## config.mk

```make
export PLATFORM = sky130hd
export DESIGN_NAME = qspi_burst_rd
export DESIGN_NICKNAME = d
export VERILOG_FILES = /design/src/rtl/qspi_pkg.sv /design/src/rtl/qspi_seq.sv /design/src/rtl/qspi_tx.sv /design/src/rtl/qspi_rx.sv /design/src/rtl/qspi_burst_rd.sv
export SDC_FILE = /design/constraint.sdc
export NUM_CORES = 1
export LEC_CHECK = 0
export BUFFER_PORTS_ARGS = -buffer_cell sky130_fd_sc_hd__buf_2
export CAP_MARGIN = 20
export CORE_MARGIN = 1.5
export CORE_UTILIZATION = 59
export DETAILED_ROUTE_END_ITERATION = 16
export PLACE_DENSITY_LB_ADDON = 0.3
export SLEW_MARGIN = 20
export SYNTH_ARGS = -nofsm -noshare
export SYNTH_HDL_FRONTEND = slang
export SYNTH_SLANG_ARGS = --single-unit
```

## constraint.sdc

```tcl
create_clock -name clk_i -period 5.25 [get_ports clk_i]
set_input_delay 0.7875 -clock clk_i [delete_from_list [all_inputs] [get_ports clk_i]]
set_output_delay 0.7875 -clock clk_i [all_outputs]
set_load 0.1 [all_outputs]
```

## src/rtl/qspi_pkg.sv

```systemverilog
package qspi_pkg;
  typedef enum logic [1:0] {ST_IDLE, ST_XFER, ST_GAP} seq_st_e;
  localparam int ADDR_W     = 24;
  localparam int CMD_CLKS   = 2;
  localparam int ADDR_CLKS  = ADDR_W / 4;
  localparam int DUMMY_CLKS = 2;
  localparam int HDR_CLKS   = CMD_CLKS + ADDR_CLKS;
  localparam int LEAD_CLKS  = HDR_CLKS + DUMMY_CLKS;
endpackage

```

## src/rtl/qspi_seq.sv

```systemverilog
module qspi_seq
  import qspi_pkg::*;
#(
  parameter int LEN_W   = 8,
  parameter int GAP_CYC = 2,
  parameter int CNT_W   = LEN_W + 3
) (
  input  logic              clk_i,
  input  logic              rst_ni,
  input  logic              req_i,
  input  logic [ADDR_W-1:0] addr_i,
  input  logic [LEN_W-1:0]  len_i,
  output logic              busy_o,
  output logic              xfer_o,
  output logic              ph_o,
  output logic [CNT_W-1:0]  cnt_o,
  output logic [ADDR_W-1:0] addr_q_o
);
  localparam int GAP_W = $clog2(GAP_CYC + 1);

  seq_st_e            st_q;
  logic               ph_q;
  logic [CNT_W-1:0]   cnt_q, last_clk;
  logic [GAP_W-1:0]   gap_q;
  logic [LEN_W-1:0]   len_q;
  logic [ADDR_W-1:0]  addr_q;
  logic               take;

  assign take     = (st_q == ST_IDLE) && req_i && (len_i != '0);
  assign last_clk = CNT_W'(LEAD_CLKS) + {CNT_W'(len_q), 1'b0} - CNT_W'(1);

  always_ff @(posedge clk_i or negedge rst_ni) begin
    if (!rst_ni) begin
      st_q   <= ST_IDLE;
      ph_q   <= 1'b0;
      cnt_q  <= '0;
      gap_q  <= '0;
      len_q  <= '0;
      addr_q <= '0;
    end else begin
      unique case (st_q)
        ST_IDLE: if (take) begin
          st_q   <= ST_XFER;
          ph_q   <= 1'b0;
          cnt_q  <= '0;
          len_q  <= len_i;
          addr_q <= addr_i;
        end
        ST_XFER: begin
          ph_q <= ~ph_q;
          if (ph_q) begin
            if (cnt_q == last_clk) begin
              st_q  <= ST_GAP;
              gap_q <= '0;
            end else begin
              cnt_q <= cnt_q + CNT_W'(1);
            end
          end
        end
        ST_GAP: begin
          gap_q <= gap_q + GAP_W'(1);
          if (gap_q == GAP_W'(GAP_CYC - 1)) st_q <= ST_IDLE;
        end
        default: st_q <= ST_IDLE;
      endcase
    end
  end

  assign busy_o   = (st_q != ST_IDLE);
  assign xfer_o   = (st_q == ST_XFER);
  assign ph_o     = ph_q;
  assign cnt_o    = cnt_q;
  assign addr_q_o = addr_q;


  busy_needs_req_chk: assert property (@(posedge clk_i) disable iff (!rst_ni)
    $rose(busy_o) |-> $past(req_i) && ($past(len_i) != '0));

  len_hold_chk: assert property (@(posedge clk_i) disable iff (!rst_ni)
    (xfer_o && $past(xfer_o)) |-> $stable(len_q) && $stable(addr_q));
endmodule

```

## src/rtl/qspi_tx.sv

```systemverilog
module qspi_tx
  import qspi_pkg::*;
#(
  parameter logic [7:0] RD_CMD = 8'hEB,
  parameter int         CNT_W  = 11
) (
  input  logic              xfer_i,
  input  logic [CNT_W-1:0]  cnt_i,
  input  logic [ADDR_W-1:0] addr_i,
  output logic [3:0]        dq_o,
  output logic              dq_oe_o
);
  localparam int HW = 8 + ADDR_W;
  localparam int NN = HW / 4;

  logic [HW-1:0] hdr;
  logic [3:0]    nib [NN];
  logic [$clog2(NN)-1:0] sel;

  assign hdr = {RD_CMD, addr_i};
  for (genvar g = 0; g < NN; g++) begin : g_nib
    assign nib[g] = hdr[HW-1-4*g -: 4];
  end

  assign sel     = cnt_i[$clog2(NN)-1:0];
  assign dq_oe_o = xfer_i && (cnt_i < CNT_W'(HDR_CLKS));
  assign dq_o    = dq_oe_o ? nib[sel] : 4'h0;
endmodule

```

## src/rtl/qspi_rx.sv

```systemverilog
module qspi_rx (
  input  logic       clk_i,
  input  logic       rst_ni,
  input  logic       cap_i,
  input  logic       lo_i,
  input  logic       first_i,
  input  logic [3:0] dq_i,
  output logic       vld_o,
  output logic       frame_o,
  output logic [7:0] byte_o
);
  logic [3:0] hi_q;

  always_ff @(posedge clk_i or negedge rst_ni) begin
    if (!rst_ni) begin
      hi_q    <= '0;
      vld_o   <= 1'b0;
      frame_o <= 1'b0;
      byte_o  <= '0;
    end else begin
      vld_o   <= cap_i && lo_i;
      frame_o <= cap_i && lo_i && first_i;
      if (cap_i && !lo_i) hi_q <= dq_i;
      if (cap_i && lo_i) byte_o <= {hi_q, dq_i};
    end
  end


  frame_has_vld_chk: assert property (@(posedge clk_i) disable iff (!rst_ni)
    frame_o |-> vld_o);

  vld_single_chk: assert property (@(posedge clk_i) disable iff (!rst_ni)
    vld_o |=> !vld_o);
endmodule

```

## src/rtl/qspi_burst_rd.sv

```systemverilog
module qspi_burst_rd
  import qspi_pkg::*;
#(
  parameter int         LEN_W   = 8,
  parameter int         GAP_CYC = 2,
  parameter logic [7:0] RD_CMD  = 8'hEB
) (
  input  logic              clk_i,
  input  logic              rst_ni,
  input  logic              req_i,
  input  logic [ADDR_W-1:0] addr_i,
  input  logic [LEN_W-1:0]  len_i,
  output logic              busy_o,
  output logic              cs_no,
  output logic              sclk_o,
  output logic [3:0]        dq_o,
  output logic              dq_oe_o,
  input  logic [3:0]        dq_i,
  output logic              byte_vld_o,
  output logic              frame_o,
  output logic [7:0]        byte_o
);
  localparam int CNT_W = LEN_W + 3;

  logic              xfer, ph;
  logic [CNT_W-1:0]  cnt, nib_idx;
  logic [ADDR_W-1:0] addr_q;
  logic              cap;

  qspi_seq #(.LEN_W(LEN_W), .GAP_CYC(GAP_CYC), .CNT_W(CNT_W)) u_seq (
    .clk_i, .rst_ni, .req_i, .addr_i, .len_i,
    .busy_o, .xfer_o(xfer), .ph_o(ph), .cnt_o(cnt), .addr_q_o(addr_q)
  );

  qspi_tx #(.RD_CMD(RD_CMD), .CNT_W(CNT_W)) u_tx (
    .xfer_i(xfer), .cnt_i(cnt), .addr_i(addr_q), .dq_o, .dq_oe_o
  );

  // capture at the edge that raises sclk in a data clock
  assign nib_idx = cnt - CNT_W'(LEAD_CLKS);
  assign cap     = xfer && !ph && (cnt >= CNT_W'(LEAD_CLKS));

  qspi_rx u_rx (
    .clk_i, .rst_ni, .cap_i(cap), .lo_i(nib_idx[0]),
    .first_i(nib_idx == CNT_W'(1)), .dq_i,
    .vld_o(byte_vld_o), .frame_o, .byte_o
  );

  assign cs_no  = !xfer;
  assign sclk_o = xfer && ph;


  sclk_idle_low_chk: assert property (@(posedge clk_i) disable iff (!rst_ni)
    cs_no |-> !sclk_o);

  oe_in_frame_chk: assert property (@(posedge clk_i) disable iff (!rst_ni)
    dq_oe_o |-> !cs_no);

  sclk_toggle_chk: assert property (@(posedge clk_i) disable iff (!rst_ni)
    (!cs_no && $past(!cs_no)) |-> (sclk_o != $past(sclk_o)));

  dq_stable_high_chk: assert property (@(posedge clk_i) disable iff (!rst_ni)
    (sclk_o && $past(!cs_no)) |-> $stable(dq_o) && $stable(dq_oe_o));

  cs_guard_chk: assert property (@(posedge clk_i) disable iff (!rst_ni)
    $rose(cs_no) |=> cs_no && busy_o);
endmodule

```

==> qor.txt, run 1 <==
Sequential area share after synthesis - 41.5%
Flip-flop and latch area - 0.00155 mm^2
Pre-CTS setup slack - 1630 ps
First-pass GRT wire length - 14000 um
# DRC - 0
Post-synth cell types - 64
Htree depth - 3
# Post-CTS Setup Buffers - 0
Yosys Warn Count - 0
CP Cell Sequence - ha_1 -> nor2b_1 -> a21boi_2 -> xnor3_1 -> nor4_2 -> a31oi_4 -> nor3_2 -> nor4_1 -> a311o_1
Die Y - 82.6 um
Fin. Hold Viols - 0
Status - finished, final reports clean
DR pass1 iterations - 4
Synth top area cells - dfrtp_1 (41%), mux2_2 (13%), ha_1 (3.0%)
TritonCTS clock tree - yes
CP startpoint - u_seq.len_q[0]$_DFFE_PN0P_
Cells after Synth - 354
Worst clock skew - 9.09 ps
Tightest Pin Transition - 784 ps
Max-slew headroom - 47.7%
GP Congestion - 0.847
CP max FO - 12
Maximum number of pins on one net before global-route repair - 63
Min Tclk post-route - 3660 ps
Multi-input combinational cell area - 0.00201 mm^2
Core Footprint - 0.00603 mm^2
Area leader, netlist - dfrtp_1
Worst skew pair latency - 340 ps
Root buffer cell - clkbuf_8
GRT Total Usage - 27.1%
Util after Layout - 70.1%
Avg WL per Cell - 16.6 um
Worst setup EP type - register
Antenna diodes - 0
Antenna viol nets, final - 0
Layout area overhead - 12.9%
Mean Syn Cell Area - 10.6 um^2
Setup Total Neg Slack - 0 ps
Quantity of gates resized following cts - 0
Worst endpoint required time - 5470 ps
Main synth FF type - dfrtp_1
Number of enable flip-flop cells after synthesis - 0
Min setup slack post-route - 1590 ps
RR Startpoint - u_seq.len_q[0]$_DFFE_PN0P_
Hold_buf cts - 0
Initial core utilization - 62.1%
Number of global-route vias before repair - 3061
Via/cell ratio - 6.20
Hold Path Origin - u_rx.byte_o[4]$_DFFE_PN0P_
Setup CP Type - register to register
Slew Limit Fails - 0
Clock Path Buffers - 2
Full die area - 0.00683 mm^2
Unrepaired setup endpoints after global routing - no
Hold Path Class - register to register
Number of antenna violations at the first check in global routing - 0
Final HPWL DP - 5590 um
Endpoints failing setup - 0
Reg clk slew, reported paths - 70 ps
WP data arrival - 3880 ps
Die width - 82.6 um
Static Leak - 0.00196 uW
Initial drt markers - 164
Placed cell count - 462
Synth Register Bits - 62
Routed Wire Length - 7960 um
CP peak stage delay - 610 ps
IO Pins - 57
Setup crit start kind - register
Slowest-stage cell, CP - nor3_2
Pwr/cell area - 226 mW/mm^2
Netlist Area Pre-Place - 0.00374 mm^2
Async set-reset flop share out of synthesis - 100%
Syn nets - 402
Clock Sinks - 62
Port bufs - 56
Filler cells - 463
Max Cap Viol - 0
DR vias - 2965
Most common cell in the synthesized netlist - dfrtp_1
Total grt overflow - 0
VDD IR max - 0.000210 V
Max Fclk - 0.273 GHz
Share of layout cells above drive strength 1 - 34.0%
CTS buffer count - 9
Rows - 28
Top cells by count, synth - dfrtp_1 (62), mux2_2 (43), nand2_1 (18), nor2_1 (18), inv_1 (17)
Final-stage net count - 446
Final std cells w/o fill - 478
Tcrit/Tclk final - 69.7%
Synth top area share - 41.5%
==> cell families after synthesis <==
family          share of synthesized area, %
compound gates                          16.6
mux                                     16.2
simple gates                            14.6
xor+xnor                                3.18
fa+ha+maj                               3.01
buf+inv                                 4.98
flops                                   41.5
==> final timing paths <==
path / to / slack [ps] / cells after the start
max in group asynchronous: u_seq.cnt_o[9]$_DFFE_PN0P_ / 4120 / 2
worst max-delay path: u_seq.cnt_o[3]$_DFFE_PN0P_ / 1590 / 9
worst max register to register: u_seq.cnt_o[3]$_DFFE_PN0P_ / 1590 / 9
worst min register to register: u_rx.byte_o[4]$_DFFE_PN0P_ / 500 / 1
worst min-delay path: u_rx.byte_o[4]$_DFFE_PN0P_ / 500 / 1
min in group asynchronous: u_seq.addr_q_o[9]$_DFFE_PN0P_ / 610 / 2
==> metrics by stage <==
stage,power (uW),instance area (um^2),hold slack [ps]
after floorplan,521,3740,455
after global placement,549,4030,474
after detailed placement,551,4030,490
after CTS,969,4220,503
after global routing,988,4220,527
final,957,4220,500
==> per-layer routing <==
layer	up-vias	GRT usage, %	wire length (um)
li1	1407	-	-
met1	1446	33.3	3350
met2	96	45.0	3960
met3	16	7.36	468
met4	0	11.7	184
met5	-	0	0
==> power by group <==
| group | total, uW | switching, uW | internal, uW |
|---|---|---|---|
| registers | 485 | 2.32 | 482 |
| clock network | 416 | 185 | 230 |
| logic | 56.5 | 40.4 | 16.1 |
==> layout make-up <==
class | instances | area share, %
Multi-Input combinational cell | 249 | 47.7
Sequential cell | 62 | 36.7
Timing Repair Buffer | 59 | 7.17
Clock buffer | 10 | 3.26
Tap cell | 75 | 2.22
Inverter | 17 | 1.51
Clock inverter | 6 | 1.45
==> flip-flops by register name, indices dropped and copies added (netlist names) <==
name            count
u_rx.hi_q           4
u_seq.addr_q_o     24
u_seq.ph_o          1
u_seq.len_q         8
u_rx.vld_o          1
u_rx.frame_o        1
u_seq.gap_q         2
u_rx.byte_o         8
u_seq.st_q          2
u_seq.cnt_o        11
==> critical path, delay by kind of cell (launching register included) <==
kind / cells / cell delay [ps]
and+or+nand+nor: 4 / 1440
AOI/OAI and AO/OA: 3 / 770
DFF: 1 / 560
adders and majority gates: 1 / 400
xor gates and xnor gates: 1 / 370
==> cell usage in the layout (no fill, tap or decap), drive strengths merged, types with 8 or more instances in the layout <==
| cell type | synthesis | layout |
|---|---|---|
| buf | 10 | 59 |
| nand2 | 19 | 19 |
| ha | 9 | 9 |
| dfrtp | 62 | 62 |
| inv | 17 | 17 |
| xnor2 | 8 | 8 |
| a21oi | 10 | 10 |
| o21ai | 13 | 13 |
| o211ai | 10 | 10 |
| clkbuf | 16 | 10 |
| nand3 | 11 | 11 |
| mux2 | 43 | 43 |
| nor2 | 18 | 18 |
(Power assumes the default switching activity.)
==> inputs of run 2 (changes only) <==
- CORE_UTILIZATION: 59 -> 57
- clock period: 5.25 -> 3.7 ns (I/O delays scaled with it)
==> run 2 against run 1 <==
  * Cell area grew 2.0%
  * Routed wire length grew 1.7%
  * Power grew 50%
  * Hold slack lost 310 ps
  * Maximum frequency grew 8.4%
  * Combinational power grew 47%
==> qor.txt, run 2 (synthesis gave the netlist of run 1 again) <==
Status - finished, final reports clean
Total grt overflow - 0
Worst endpoint required time - 3950 ps
Endpoints failing setup - 0
Worst skew pair latency - 340 ps
Max-slew headroom - 63.1%
# DRC - 0
Die width - 84 um
Final HPWL DP - 5870 um
Core Footprint - 0.00635 mm^2
IO Pins - 57
VDD IR max - 0.000367 V
Layout area overhead - 15.2%
Tcrit/Tclk final - 91.2%
Final-stage net count - 451
Quantity of gates resized following cts - 0
Static Leak - 0.00199 uW
Full die area - 0.00706 mm^2
Fin. Hold Viols - 0
DR vias - 2908
Antenna viol nets, final - 0
Die Y - 84 um
Worst path depth - 10
Initial core utilization - 58.9%
Clock Path Buffers - 2
Min Tclk post-route - 3380 ps
R2R setup slack - 320 ps
Tightest Pin Transition - 540 ps
Setup CP Type - register to register
Worst clock skew - 9.26 ps
Root buffer cell - clkbuf_8
Commonest non-fill, non-tap cell in the layout - dfrtp_1
Routed Wire Length - 8090 um
Number of flip-flops in the largest register - 24
Via/cell ratio - 6.00
FF-to-FF End - u_seq.cnt_o[8]$_DFFE_PN0P_
Hold slack - 187 ps
Hold Path Class - primary input to asynchronous set/reset pin
CP max FO - 12
Worst setup EP type - register
Rows - 29
Number of antenna violations at the first check in global routing - 0
Slew Limit Fails - 0
TritonCTS clock tree - yes
Setup Total Neg Slack - 0 ps
Max Cap Viol - 0
GP Congestion - 0.858
GRT Total Usage - 24.5%
Reg clk slew, reported paths - 80 ps
Slowest-stage cell, CP - dfrtp_1
Pwr Total - 1440 uW
# Post-CTS Setup Buffers - 0
Pwr/cell area - 334 mW/mm^2
RR Startpoint - u_seq.len_q[0]$_DFFE_PN0P_
WP data arrival - 3620 ps
Worst r2r path cells - 10
First-pass GRT wire length - 13700 um
Number of global-route vias before repair - 2822
Most frequent cells in the layout - dfrtp_1 (62), buf_2 (56), mux2_2 (43)
Hold_buf cts - 0
Avg WL per Cell - 16.7 um
Clock Sinks - 62
CTS buffer count - 9
Maximum number of pins on one net before global-route repair - 29
CP delay by family, top - simple AND/OR/NAND/NOR gates
Port bufs - 56
Share of layout cells above drive strength 1 - 35.3%
Worst path bufs/invs - 1
Antenna diodes - 0
Setup crit start kind - register
Htree depth - 3
Max Fclk - 0.296 GHz
CP Cell Sequence - ha_1 -> nand2b_1 -> or4b_4 -> and3_1 -> o221ai_1 -> a21boi_2 -> nor3_2 -> buf_4 -> or3_1 -> o311ai_1
Initial drt markers - 324
Unrepaired setup endpoints after global routing - no
CP peak stage delay - 570 ps
DR pass1 iterations - 4
run 2: cell count changes in the layout (fill, tap and decap cells not counted), sizes merged:
| cell | delta |
|---|---|
| clkinvlp | -1 |
| buf | +5 |
| bufinv | +1 |
| inv | +2 |
| clkbuf | -1 |
| clkinv | -1 |
run 2: final cells by class:
class | instances | area (um^2)
fillers | 475 | 2040
multi-input cells | 249 | 2020
flip-flops and latches | 62 | 1550
repair buffers | 64 | 353
clock buffers | 9 | 124
clock inverters | 7 | 96.3
well taps | 77 | 96.3
inverters | 17 | 63.8
run 2: worst max path at each step:
stage / from / end
2_1_floorplan: u_seq.st_q[1]$_DFFE_PN0P_ / sclk_o
3_3_place_gp: u_seq.len_q[0]$_DFFE_PN0P_ / u_seq.cnt_o[8]$_DFFE_PN0P_
3_5_place_dp: u_seq.len_q[0]$_DFFE_PN0P_ / u_seq.cnt_o[8]$_DFFE_PN0P_
4_1_cts: u_seq.len_q[0]$_DFFE_PN0P_ / u_seq.cnt_o[8]$_DFFE_PN0P_
5_1_grt: u_seq.len_q[0]$_DFFE_PN0P_ / u_seq.cnt_o[8]$_DFFE_PN0P_
6_report: u_seq.len_q[0]$_DFFE_PN0P_ / u_seq.cnt_o[8]$_DFFE_PN0P_
run 2: report_power, final:
part           total [uW]  internal [uW]  switching [uW]
clock network         668            383             285
logic                83.1           25.0            58.1
registers             687            684            3.10
total                1440           1090             346
run 2: worst register-to-register path, delay by kind of cell (launching register included):
| family | cells | cell delay (ps) |
|---|---|---|
| simple gates | 5 | 1480 |
| fa+ha+maj | 1 | 350 |
| buf+inv | 1 | 180 |
| flops | 1 | 570 |
| compound gates | 3 | 710 |
run 2: routing by layer:
layer / track usage, % / share of wire, % / vias up
met3: 5.34 / 6.3 / 12
met2: 37.2 / 47 / 80
li1: - / - / 1411
met5: 0 / 0 / -
met1: 34.6 / 45 / 1405
met4: 9.39 / 1.5 / 0
run 2: stage by stage:
step	utilization (%)	cell area [um^2]	cells	worst slack, ps
floorplan	-	3750	354	335
global placement	64.1	4070	468	459
detailed placement	64.4	4090	469	335
CTS	67.8	4310	485	312
global route	67.8	4310	485	48.8
finish	67.8	4310	485	324
